### config.mk
export PLATFORM = sky130hd
export DESIGN_NAME = tamper_guard
export DESIGN_NICKNAME = d
export VERILOG_FILES = /design/src/rtl/tg_pkg.sv /design/src/rtl/tg_pin_filter.sv /design/src/rtl/tg_wipe_chan.sv /design/src/rtl/tg_flags.sv /design/src/rtl/tamper_guard.sv
export SDC_FILE = /design/constraint.sdc
export NUM_CORES = 1
export LEC_CHECK = 0
export ABC_AREA = 1
export BUFFER_PORTS_ARGS = -buffer_cell sky130_fd_sc_hd__buf_2
export CAP_MARGIN = 20
export CORE_UTILIZATION = 53
export DETAILED_ROUTE_END_ITERATION = 10
export HOLD_SLACK_MARGIN = 0.03
export PLACE_DENSITY = 0.81
export SLEW_MARGIN = 20
export SYNTH_ARGS = -nofsm -noshare
export SYNTH_HDL_FRONTEND = slang
export SYNTH_SLANG_ARGS = --single-unit
### constraint.sdc
create_clock -name clk -period 2.9 [get_ports clk]
set_clock_uncertainty 0.2 [all_clocks]
set_input_delay 0.58 -clock clk [delete_from_list [all_inputs] [get_ports clk]]
set_output_delay 0.58 -clock clk [all_outputs]
set_load 0.03 [all_outputs]
### src/rtl/tg_pkg.sv
package tg_pkg;
  localparam int NSRC = 8;
  localparam int SRC_TEST   = 0;
  localparam int SRC_FLASH  = 1;
  localparam int SRC_SECALM = 2;
  localparam int SRC_TEMP   = 3;
  localparam int SRC_CLOCK  = 4;
  localparam int SRC_VOLT   = 5;
  localparam int SRC_MONO   = 6;
  localparam int SRC_TIME   = 7;

  // Effective filter length: zero behaves like one.
  function automatic logic [7:0] tg_eff_len(input logic [7:0] len);
    return (len == 8'd0) ? 8'd1 : len;
  endfunction

  // Filter fires on the len-th consecutive synchronized high cycle.
  function automatic logic tg_filter_hit(input logic s, input logic [7:0] cnt,
                                         input logic [7:0] len);
    return s && (cnt >= (tg_eff_len(len) - 8'd1));
  endfunction
endpackage

### src/rtl/tg_pin_filter.sv
module tg_pin_filter #(
  parameter int FW = 8
) (
  input  logic          clk,
  input  logic          rst_n,
  input  logic          pin,
  input  logic [FW-1:0] len,
  output logic          hit
);
  import tg_pkg::*;
  logic          s1_q, s2_q;
  logic [FW-1:0] cnt_q;

  assign hit = tg_filter_hit(s2_q, 8'(cnt_q), 8'(len));

  always_ff @(posedge clk or negedge rst_n) begin
    if (!rst_n) begin
      s1_q  <= 1'b0;
      s2_q  <= 1'b0;
      cnt_q <= '0;
    end else begin
      s1_q <= pin;
      s2_q <= s1_q;
      if (!s2_q)     cnt_q <= '0;
      else if (!hit) cnt_q <= cnt_q + 1'b1;
    end
  end
endmodule

### src/rtl/tg_wipe_chan.sv
module tg_wipe_chan #(
  parameter int   DEPTH    = 8,
  parameter logic RST_BUSY = 1'b1,
  localparam int  AW       = (DEPTH > 1) ? $clog2(DEPTH) : 1
) (
  input  logic          clk,
  input  logic          rst_n,
  input  logic          start,
  output logic          we,
  output logic [AW-1:0] addr,
  output logic          done,
  output logic          busy
);
  localparam logic [AW-1:0] LAST = AW'(DEPTH - 1);
  logic          busy_q, done_q;
  logic [AW-1:0] addr_q;

  assign busy = busy_q;
  assign we   = busy_q;
  assign addr = addr_q;
  assign done = done_q;

  always_ff @(posedge clk or negedge rst_n) begin
    if (!rst_n) begin
      busy_q <= RST_BUSY;
      addr_q <= '0;
      done_q <= 1'b0;
    end else begin
      done_q <= busy_q && (addr_q == LAST) && !start;
      if (start) begin
        busy_q <= 1'b1;
        addr_q <= '0;
      end else if (busy_q) begin
        if (addr_q == LAST) busy_q <= 1'b0;
        else                addr_q <= addr_q + 1'b1;
      end
    end
  end
endmodule

### src/rtl/tg_flags.sv
module tg_flags #(
  parameter int  NPINS = 8,
  parameter int  TW    = 32,
  localparam int NSRC  = tg_pkg::NSRC,
  localparam int NCLR  = NPINS + NSRC + 2
) (
  input  logic             clk,
  input  logic             rst_n,
  input  logic [NPINS-1:0] pin_hit,
  input  logic [NSRC-1:0]  int_src,
  input  logic             sw_force,
  input  logic [TW-1:0]    seconds,
  input  logic [NPINS-1:0] cfg_pin_en,
  input  logic [NSRC-1:0]  cfg_int_en,
  input  logic             clr_we,
  input  logic [NCLR-1:0]  clr_mask,
  output logic [NPINS-1:0] pin_flag,
  output logic [NSRC-1:0]  src_flag,
  output logic             por_flag,
  output logic             tamper_flag,
  output logic [TW-1:0]    tamper_time,
  output logic             fire
);
  localparam int POR_BIT  = NPINS + NSRC;
  localparam int GLOB_BIT = NPINS + NSRC + 1;

  logic [NCLR-1:0]  clr;
  logic [NPINS-1:0] pin_d;
  logic [NSRC-1:0]  src_d;
  logic             por_d, set_any, glob_d;

  always_comb begin
    clr     = clr_we ? clr_mask : '0;
    pin_d   = (pin_flag & ~clr[NPINS-1:0]) | pin_hit;
    src_d   = (src_flag & ~clr[NPINS +: NSRC]) | int_src;
    por_d   = por_flag & ~clr[POR_BIT];
    set_any = (|(pin_d & cfg_pin_en)) || (|(src_d & cfg_int_en)) || por_d;
    fire    = (set_any && !tamper_flag) || sw_force;
    glob_d  = set_any || sw_force || (tamper_flag && !clr[GLOB_BIT]);
  end

  always_ff @(posedge clk or negedge rst_n) begin
    if (!rst_n) begin
      pin_flag    <= '0;
      src_flag    <= '0;
      por_flag    <= 1'b1;
      tamper_flag <= 1'b1;
      tamper_time <= '0;
    end else begin
      pin_flag    <= pin_d;
      src_flag    <= src_d;
      por_flag    <= por_d;
      tamper_flag <= glob_d;
      if (fire) tamper_time <= seconds;
    end
  end
endmodule

### src/rtl/tamper_guard.sv
module tamper_guard #(
  parameter int  NPINS      = 8,
  parameter int  TW         = 32,
  parameter int  FW         = 8,
  parameter int  KW         = 32,
  parameter int  KEY_WORDS  = 8,
  parameter int  RF_WORDS   = 32,
  parameter int  SESS_WORDS = 512,
  localparam int NSRC       = tg_pkg::NSRC,
  localparam int NCLR       = NPINS + NSRC + 2,
  localparam int KAW        = $clog2(KEY_WORDS),
  localparam int RAW        = $clog2(RF_WORDS),
  localparam int SAW        = $clog2(SESS_WORDS)
) (
  input  logic             clk,
  input  logic             vbat_rst_n,
  input  logic             sys_rst_n,
  input  logic [NPINS-1:0] tamper_pin,
  input  logic [NSRC-1:0]  int_src,
  input  logic             sw_force,
  input  logic [TW-1:0]    seconds,
  input  logic [NPINS-1:0] cfg_pin_en,
  input  logic [NSRC-1:0]  cfg_int_en,
  input  logic [FW-1:0]    cfg_filt_len,
  input  logic             cfg_wipe_rf,
  input  logic             cfg_irq_en,
  input  logic             cfg_rst_en,
  input  logic             cfg_wake_en,
  input  logic             clr_we,
  input  logic [NCLR-1:0]  clr_mask,
  output logic [NPINS-1:0] pin_flag,
  output logic [NSRC-1:0]  src_flag,
  output logic             por_flag,
  output logic             tamper_flag,
  output logic [TW-1:0]    tamper_time,
  output logic             key_wipe_we,
  output logic [KAW-1:0]   key_wipe_addr,
  output logic             rf_wipe_we,
  output logic [RAW-1:0]   rf_wipe_addr,
  output logic             sess_wipe_we,
  output logic [SAW-1:0]   sess_wipe_addr,
  output logic [2:0]       wipe_done,
  input  logic [KW-1:0]    key_rdata_raw,
  output logic [KW-1:0]    key_rdata,
  output logic             irq,
  output logic             wake,
  output logic             chip_rst_req
);
  // Named internal events, visible to the bound checker.
  logic [NPINS-1:0] pin_hit;
  logic             resp_fire;
  logic             key_busy, rf_busy, sess_busy;
  logic             rst_req_q;

  for (genvar g = 0; g < NPINS; g++) begin : g_pin
    tg_pin_filter #(.FW(FW)) u_filt (
      .clk  (clk),
      .rst_n(vbat_rst_n),
      .pin  (tamper_pin[g]),
      .len  (cfg_filt_len),
      .hit  (pin_hit[g])
    );
  end

  tg_flags #(.NPINS(NPINS), .TW(TW)) u_flags (
    .clk        (clk),
    .rst_n      (vbat_rst_n),
    .pin_hit    (pin_hit),
    .int_src    (int_src),
    .sw_force   (sw_force),
    .seconds    (seconds),
    .cfg_pin_en (cfg_pin_en),
    .cfg_int_en (cfg_int_en),
    .clr_we     (clr_we),
    .clr_mask   (clr_mask),
    .pin_flag   (pin_flag),
    .src_flag   (src_flag),
    .por_flag   (por_flag),
    .tamper_flag(tamper_flag),
    .tamper_time(tamper_time),
    .fire       (resp_fire)
  );

  tg_wipe_chan #(.DEPTH(KEY_WORDS), .RST_BUSY(1'b1)) u_key_wipe (
    .clk(clk), .rst_n(vbat_rst_n), .start(resp_fire),
    .we(key_wipe_we), .addr(key_wipe_addr), .done(wipe_done[0]), .busy(key_busy)
  );

  tg_wipe_chan #(.DEPTH(RF_WORDS), .RST_BUSY(1'b1)) u_rf_wipe (
    .clk(clk), .rst_n(vbat_rst_n), .start(resp_fire && cfg_wipe_rf),
    .we(rf_wipe_we), .addr(rf_wipe_addr), .done(wipe_done[1]), .busy(rf_busy)
  );

  tg_wipe_chan #(.DEPTH(SESS_WORDS), .RST_BUSY(1'b1)) u_sess_wipe (
    .clk(clk), .rst_n(sys_rst_n), .start(resp_fire),
    .we(sess_wipe_we), .addr(sess_wipe_addr), .done(wipe_done[2]), .busy(sess_busy)
  );

  always_ff @(posedge clk or negedge vbat_rst_n) begin
    if (!vbat_rst_n) rst_req_q <= 1'b0;
    else             rst_req_q <= resp_fire && cfg_rst_en;
  end

  assign key_rdata    = key_busy ? '0 : key_rdata_raw;
  assign irq          = tamper_flag && cfg_irq_en;
  assign wake         = tamper_flag && cfg_wake_en;
  assign chip_rst_req = rst_req_q;
endmodule

### Word level (Yosys, flattened, before mapping)

Cells that the tools add are included.

* eq/ne operators: 14
* mux-type cells: 37
* $add $sub $neg: 12
* bitwise gates (word level): 10
* reductions and logical operators: 38
* magnitude comparators: 8

Operators by type and width (count)
* 8-bit 2-to-1 mux: 17
* 8-bit by 1-bit adder with 8-bit output, second input constant: 8
* 8-bit greater-or-equal comparator: 8
* 8-bit AND: 4
* 32-bit 2-to-1 mux: 1
* 9-bit 2-to-1 mux: 3
* 1-bit logical AND: 20
* 2-bit inequality test, second input constant: 10
* 18-bit 2-to-1 mux: 1
* 8-bit inverter: 2
* 8-bit bitwise OR: 2
* 8-bit OR reduction: 2
* 5-bit 2-to-1 mux: 3
* 9-bit by 1-bit adder with 9-bit output, second input constant: 1
* 9-bit equality test, second input constant: 1
* 1-bit 2-to-1 mux: 9
* 3-bit 2-to-1 mux: 3
* 8-bit logical NOT: 1
* 8-bit by 1-bit subtractor with 8-bit output, second input constant: 1
* 2-bit AND reduction: 3
* 2-bit nonzero test: 3
* 5-bit by 1-bit adder with 5-bit output, second input constant: 1
* 5-bit equality test, second input constant: 1
* 1-bit logical OR: 5
* other kinds (6): 9

* word-level logic and storage cells: 158
* bits in registers: 154
* output and inout port bits: 108
* input port bits: 131

### Logic depth before layout (Yosys ltp)

* depth in word-level cells: 15
* gate-level depth with buffers: 28
* depth with buffers taken out: 27

### By module

A second synthesis with hierarchy kept.

* cell total of the unflattened synthesis: 1498
* area total of the unflattened synthesis: 11085.6 µm²

Modules (own cells, without submodules)
* tg_pin_filter: seq. area each 250.2 µm², instances 8, cells each 128, area an instance 909.6 µm²
* tg_flags: seq. area each 1253.7 µm², instances 1, cells each 266, area an instance 2304.7 µm²
* tg_wipe_chan (u_sess_wipe): seq. area each 276.5 µm², instances 1, cells each 68, area an instance 588.1 µm²
* tg_wipe_chan (u_rf_wipe): seq. area each 176.4 µm², instances 1, cells each 38, area an instance 347.8 µm²
* tamper_guard: seq. area each 25.0 µm², instances 1, cells each 76, area an instance 329.1 µm²
* tg_wipe_chan (u_key_wipe): seq. area each 126.4 µm², instances 1, cells each 26, area an instance 239.0 µm²

### Least setup slack after synthesis

OpenSTA, ideal clock, no wires.

* kind: input to register
* start: input port cfg_filt_len[3]
* end: register u_sess_wipe.addr_q[1], in the netlist u_sess_wipe.addr[1]
* buffers on the path: 2
* required time: 2.627 ns
* path slack: -0.955 ns
* arrival time: 3.582 ns
* stages: 26
* setup time: 0.073 ns
* cell sequence: inv_2 nand2_1 nor2_2 nand2_4 nand2_1 inv_1 ha_1 xnor2_1 ha_1 nand2_1 inv_1 a21boi_0 nor2_1 nand2_1 nand3_1 nand2_2 nand2_1 nand2_1 nand3_1 nor2_1 nand2_2 nand2_4 nand2_4 buf_6 buf_6 a21oi_2

* word-level cells in the longest chain between the ends: 14
* elaborated cells on any way between the ends: 30
* those cells by class: add/sub (1); order compare (8); eq/ne (1); mux (2); bitwise (2); reduce/logical (16)

RTL lines
* start: declaration: line tamper_guard.sv:24 `input logic [FW-1:0] cfg_filt_len,`
* 8-bit logical NOT: line tg_pkg.sv:14 `return (len == 8'd0) ? 8'd1 : len;`
* 8-bit 2-to-1 mux *: line tg_pkg.sv:14
* 8-bit by 1-bit subtractor with 8-bit output *: line tg_pkg.sv:20 `return s && (cnt >= (tg_eff_len(len) - 8'd1));`
* 8-bit greater-or-equal comparator *: line tg_pkg.sv:20
* 1-bit logical AND *: line tg_pkg.sv:20
* 8-bit bitwise OR *: line tg_flags.sv:34 `pin_d = (pin_flag & ~clr[NPINS-1:0]) | pin_hit;`
* named net u_flags.pin_d[0]: line tg_flags.sv:28 `logic [NPINS-1:0] pin_d;`
* 8-bit AND *: line tg_flags.sv:37 `set_any = (|(pin_d & cfg_pin_en)) || (|(src_d & cfg_int_en)) || por_d;`
* 8-bit OR reduction *: line tg_flags.sv:37
* 1-bit logical OR * (2 in series): line tg_flags.sv:37
* 1-bit logical AND *: line tg_flags.sv:38 `fire = (set_any && !tamper_flag) || sw_force;`
* 1-bit logical OR *: line tg_flags.sv:38
* 2-bit inequality test (no source line) / 2-bit nonzero test (equally long branches)
* 2-bit AND reduction (no source line)
* end signal: assignment: line tg_wipe_chan.sv:35 `else addr_q <= addr_q + 1'b1;`
* end: declaration: line tg_wipe_chan.sv:16 `logic [AW-1:0] addr_q;`

The timed path passes the listed nets; every way through them passes the cells marked *.
A chain may end at the register's enable or synchronous reset.

### Worst setup path after layout

* start: input port cfg_filt_len[2]
* end: register u_flags.tamper_time[18]

* word-level cells in the longest chain between the ends: 12
* elaborated cells on any way between the ends: 26
* those cells by class: add/sub (1); order compare (8); mux (1); bitwise (2); reduce/logical (14)

RTL lines
* 8-bit logical NOT: line tg_pkg.sv:14
* 8-bit 2-to-1 mux *: line tg_pkg.sv:14
* 8-bit by 1-bit subtractor with 8-bit output *: line tg_pkg.sv:20
* 8-bit greater-or-equal comparator *: line tg_pkg.sv:20
* 1-bit logical AND *: line tg_pkg.sv:20
* 8-bit bitwise OR *: line tg_flags.sv:34
* named net u_flags.pin_d[7]: line tg_flags.sv:28
* 8-bit AND *: line tg_flags.sv:37
* 8-bit OR reduction *: line tg_flags.sv:37
* 1-bit logical OR * (2 in series): line tg_flags.sv:37
* 1-bit logical AND *: line tg_flags.sv:38
* 1-bit logical OR *: line tg_flags.sv:38
* end signal: assignment: line tg_flags.sv:54 `if (fire) tamper_time <= seconds;`
* end: declaration: line tg_flags.sv:21 `output logic [TW-1:0] tamper_time,`

Marks and branches as above.

==> flow_metrics.tcl <==
set metrics [dict create \
    htree_levels 4 \
    vdd_drop_max_mv 0.552 \
    synth_flop_cell "dfrtp_1" \
    crit_type "in -> reg" \
    boundaryPins 239 \
    timing.slew.headroom_pct 60.2 \
    setup.worst_path.start "cfg_filt_len[2]" \
    core_area_mm2 0.0154 \
    path_buf_inv 6 \
    grt_pass1_wl_mm 40.3 \
    violations "negative setup slack" \
    cts_made_buffers 17 \
    synth_nets 1241 \
    grt_overflow 0 \
    wl_mm 31.2 \
    cts-root-buf "clkbuf_16" \
    avgSynthCellArea_um2 8.04 \
    synth_xor_xnor_area_share_pct 1.65 \
    async_reset_ff_share_pct 100 \
    hp-class "in -> reg" \
    final_hold_viol_count 0 \
    drt_iter0_markers 834 \
    synthesis.area_mm2 0.00848 \
    cp_max_fo 6 \
    synth_top_cell_by_area "dfrtp_1" \
    clkSinkCount 154 \
    cp_common_cell "nand2_4" \
    fmaxAchievable_ghz 0.290 \
    stdcell_count 1661 \
    synth_cell_types 40 \
    synth_top_area_share_pct 44.0 \
    drive_gt1_share_pct 44.1 \
    synth-seq-area-share_pct 45.5 \
    cp_slowest_cell "xor2_4" \
    dp_cells 1567 \
    report.final.slew_viol_count 0 \
    combPwrFrac_pct 20.6 \
    netSwitchingPower_mw 1.92 \
    grt_max_degree 57 \
    cts.reportedPaths.clkPinSlew_ps 70 \
    num_rows 45 \
    gr-usage-all-layers_pct 32.0 \
    tightest_slew_ps 598 \
    via_per_inst 5.62 \
    firstDrtPassIters 6 \
    worst_slack_ps -549 \
    post-route-period-util_pct 119 \
    synthCells 1055 \
    arrival_ps 3620 \
    die_area_mm2 0.0165 \
    nets 1621 \
    yosys-mux-area-fraction_pct 0.236 \
    leakage_nw 6.87 \
    min_period_ps 3450 \
    ys_seq_elements 154 \
    start_kind "input port" \
    setup_viol 86 \
    max_stage_delay_ps 240 \
    via_count 9340 \
    p_per_area_mw_per_mm2 470 \
    synth_edf_count 0 \
    hp-start "tamper_pin[6]" \
    cts_tree "done" \
    nFillCells 816 \
    drcViolationCount 0 \
    status "finished, violations left" \
    synth-compound-area-share_pct 8.64 \
    synth.most_common_cell "nand2_1" \
    port_buffers 238 \
    dp_slack_ps -998 \
    globalplace.congestion 0.841 \
    clk_latency_ps 440 \
    reg2reg_from "g_pin[2].u_filt.cnt_q[1]$_DFFE_PN0P_" \
    pwr-share-clk_pct 39.1 \
    die_h_um 129 \
    ant_nets 0 \
    swShare_pct 31.7 \
    synth_top_family_by_area "simple AND/OR/NAND/NOR gates" \
    syn2layout_area_growth_pct 52.3 \
    grt_pass1_vias 8457 \
    wl_per_cell_um 18.8 \
    drv_cap 0 \
    synthAdderAreaFrac_pct 8.11 \
    required_ps 3070 \
    start_util_pct 55.0 \
    rsz0062_at_grt "true" \
    dieWidth_um 129 \
    grt_antenna_before_repair 3 \
    p_seq_share_pct 40.3 \
    p_int_mw 4.14 \
    ys_top_cells_by_count "nand2_1 (297), dfrtp_1 (149), inv_1 (126)" \
    cts.path.max_buffers 2 \
    dpl.hpwl_mm 17.7 \
    synth_simple_gate_area_share_pct 28.6 \
    synth_warnings 0 \
    critical-path-top-delay-family "simple AND/OR/NAND/NOR gates" \
    synth_top_cells_by_area "dfrtp_1 (44%), nand2_1 (13%), ha_1 (8.1%)" \
    cp-end-kind "flop" \
]
==> power by group through the flow <==
stage               Combinational (mW)  Sequential [mW]  Clock [mW]
global route                      1.33             2.46        2.48
detailed placement               0.991             2.46           0
global placement                 0.965             2.45           0
floorplan                        0.429             2.58           0
CTS                               1.06             2.42        2.34
finish                            1.25             2.45        2.37
==> logic make-up (layout without fill, tap and decap cells) <==
group | count (synthesis) | in the layout
adders and majority gates | 55 | 55
buffers and inverters | 152 | 544
DFF | 154 | 154
muxes | 2 | 2
AOI/OAI and AO/OA | 129 | 129
and+or+nand+nor | 547 | 548
xor gates and xnor gates | 16 | 16
other | 0 | 2
==> area by class of cell <==
class / count / area (µm²) / area share (%)
inverter: 130 / 532 / 4.12
multi-input combinational: 750 / 5030 / 38.9
antenna: 2 / 5.00 / 0.0387
tap: 211 / 264 / 2.04
clock inverter: 14 / 184 / 1.42
clock buffer: 18 / 429 / 3.32
timing repair buffer: 382 / 2620 / 20.3
sequential: 154 / 3860 / 29.9
==> state kept, by name, indices dropped and copies added (netlist names), 5 cells and up <==
| name | count |
|---|---|
| g_pin.u_filt.s1_q | 8 |
| u_flags.pin_flag | 8 |
| u_sess_wipe.addr | 9 |
| u_rf_wipe.addr | 5 |
| u_flags.src_flag | 8 |
| g_pin.u_filt.cnt_q | 64 |
| u_flags.tamper_time | 32 |
| g_pin.u_filt.s2_q | 8 |
==> stage by stage <==
step	hold WS [ps]	utilization (%)	area [µm²]	TNS (ps)	power, mW
2_1_floorplan	84.4	-	8740	-29340	3.01
3_3_place_gp	133	69.7	10800	-72230	3.42
3_5_place_dp	135	69.7	10800	-76580	3.45
4_1_cts	44.6	77.4	11900	-17260	5.82
5_1_grt	33.5	83.7	12900	-42010	6.27
6_report	45.5	83.8	12900	-30490	6.07
==> final timing paths <==
path | to | slack (ps) | cells past startpoint
setup / recovery | u_flags.tamper_time[18]$_DFFE_PN0P_ | -550 | 26
hold reg to reg | g_pin[6].u_filt.s2_q$_DFF_PN0_ | 150 | 0
hold / removal | g_pin[6].u_filt.s1_q$_DFF_PN0_ | 50 | 1
max in group asynchronous | u_flags.por_flag$_DFF_PN1_ | 1320 | 3
min in group asynchronous | u_sess_wipe.done$_DFF_PN0_ | 350 | 2
setup reg to reg | u_flags.tamper_time[18]$_DFFE_PN0P_ | 10 | 18
==> layout by cell type, fill, tap and decap left out, types with 5 or more instances in the layout <==
master	n
nand3_2	15
nor3_4	6
nand2_4	26
nor2_1	72
o21ai_1	11
dfstp_2	5
ha_4	11
inv_1	120
buf_2	231
nor2_4	23
nor2_2	15
dfrtp_1	149
clkbuf_16	21
nor3_1	14
a21oi_1	48
o21ai_0	28
a21oi_4	8
buf_6	29
buf_12	8
a21o_1	5
nand2_1	232
nand4_1	19
nand2_2	61
o21ai_2	8
buf_4	105
xor2_1	9
a21oi_2	18
ha_1	43
nand3_1	40
==> repair_timing <==
item                       4_1_cts  5_1_grt
setup endpoints to repair       82       94
hold endpoints to repair        59        0
hold buffers                     2        0
gates resized for setup         73      161
gates cloned                     2        8
pin swaps                       35       70
buffers inserted                26       24
==> layer usage <==
layer | part of all wire [%] | track usage [%] | wire (µm) | up-vias
li1 | - | - | - | 4154
met1 | 34 | 35.5 | 10700 | 4429
met2 | 51 | 55.2 | 16000 | 586
met3 | 8.0 | 8.69 | 2500 | 167
met4 | 6.5 | 18.8 | 2020 | 4
met5 | 0.099 | 0 | 31 | -
==> worst register-to-register path, stage by stage (launching register included) <==
cell      delay (ps)
dfrtp_1          440
ha_1             300
o21ai_0           90
nand2_1          120
nand3_1          100
nand2_1           70
nand3b_1         170
nand2_2          110
nand2_2           70
nand2_2           70
nand2_2          100
nand3_4           90
nor2_4           130
nand2_4           90
a21oi_4          180
buf_12           160
buf_6            140
nand2_1           90
nand2_1          110
No activity file was read; power rests on OpenSTA's default activity.
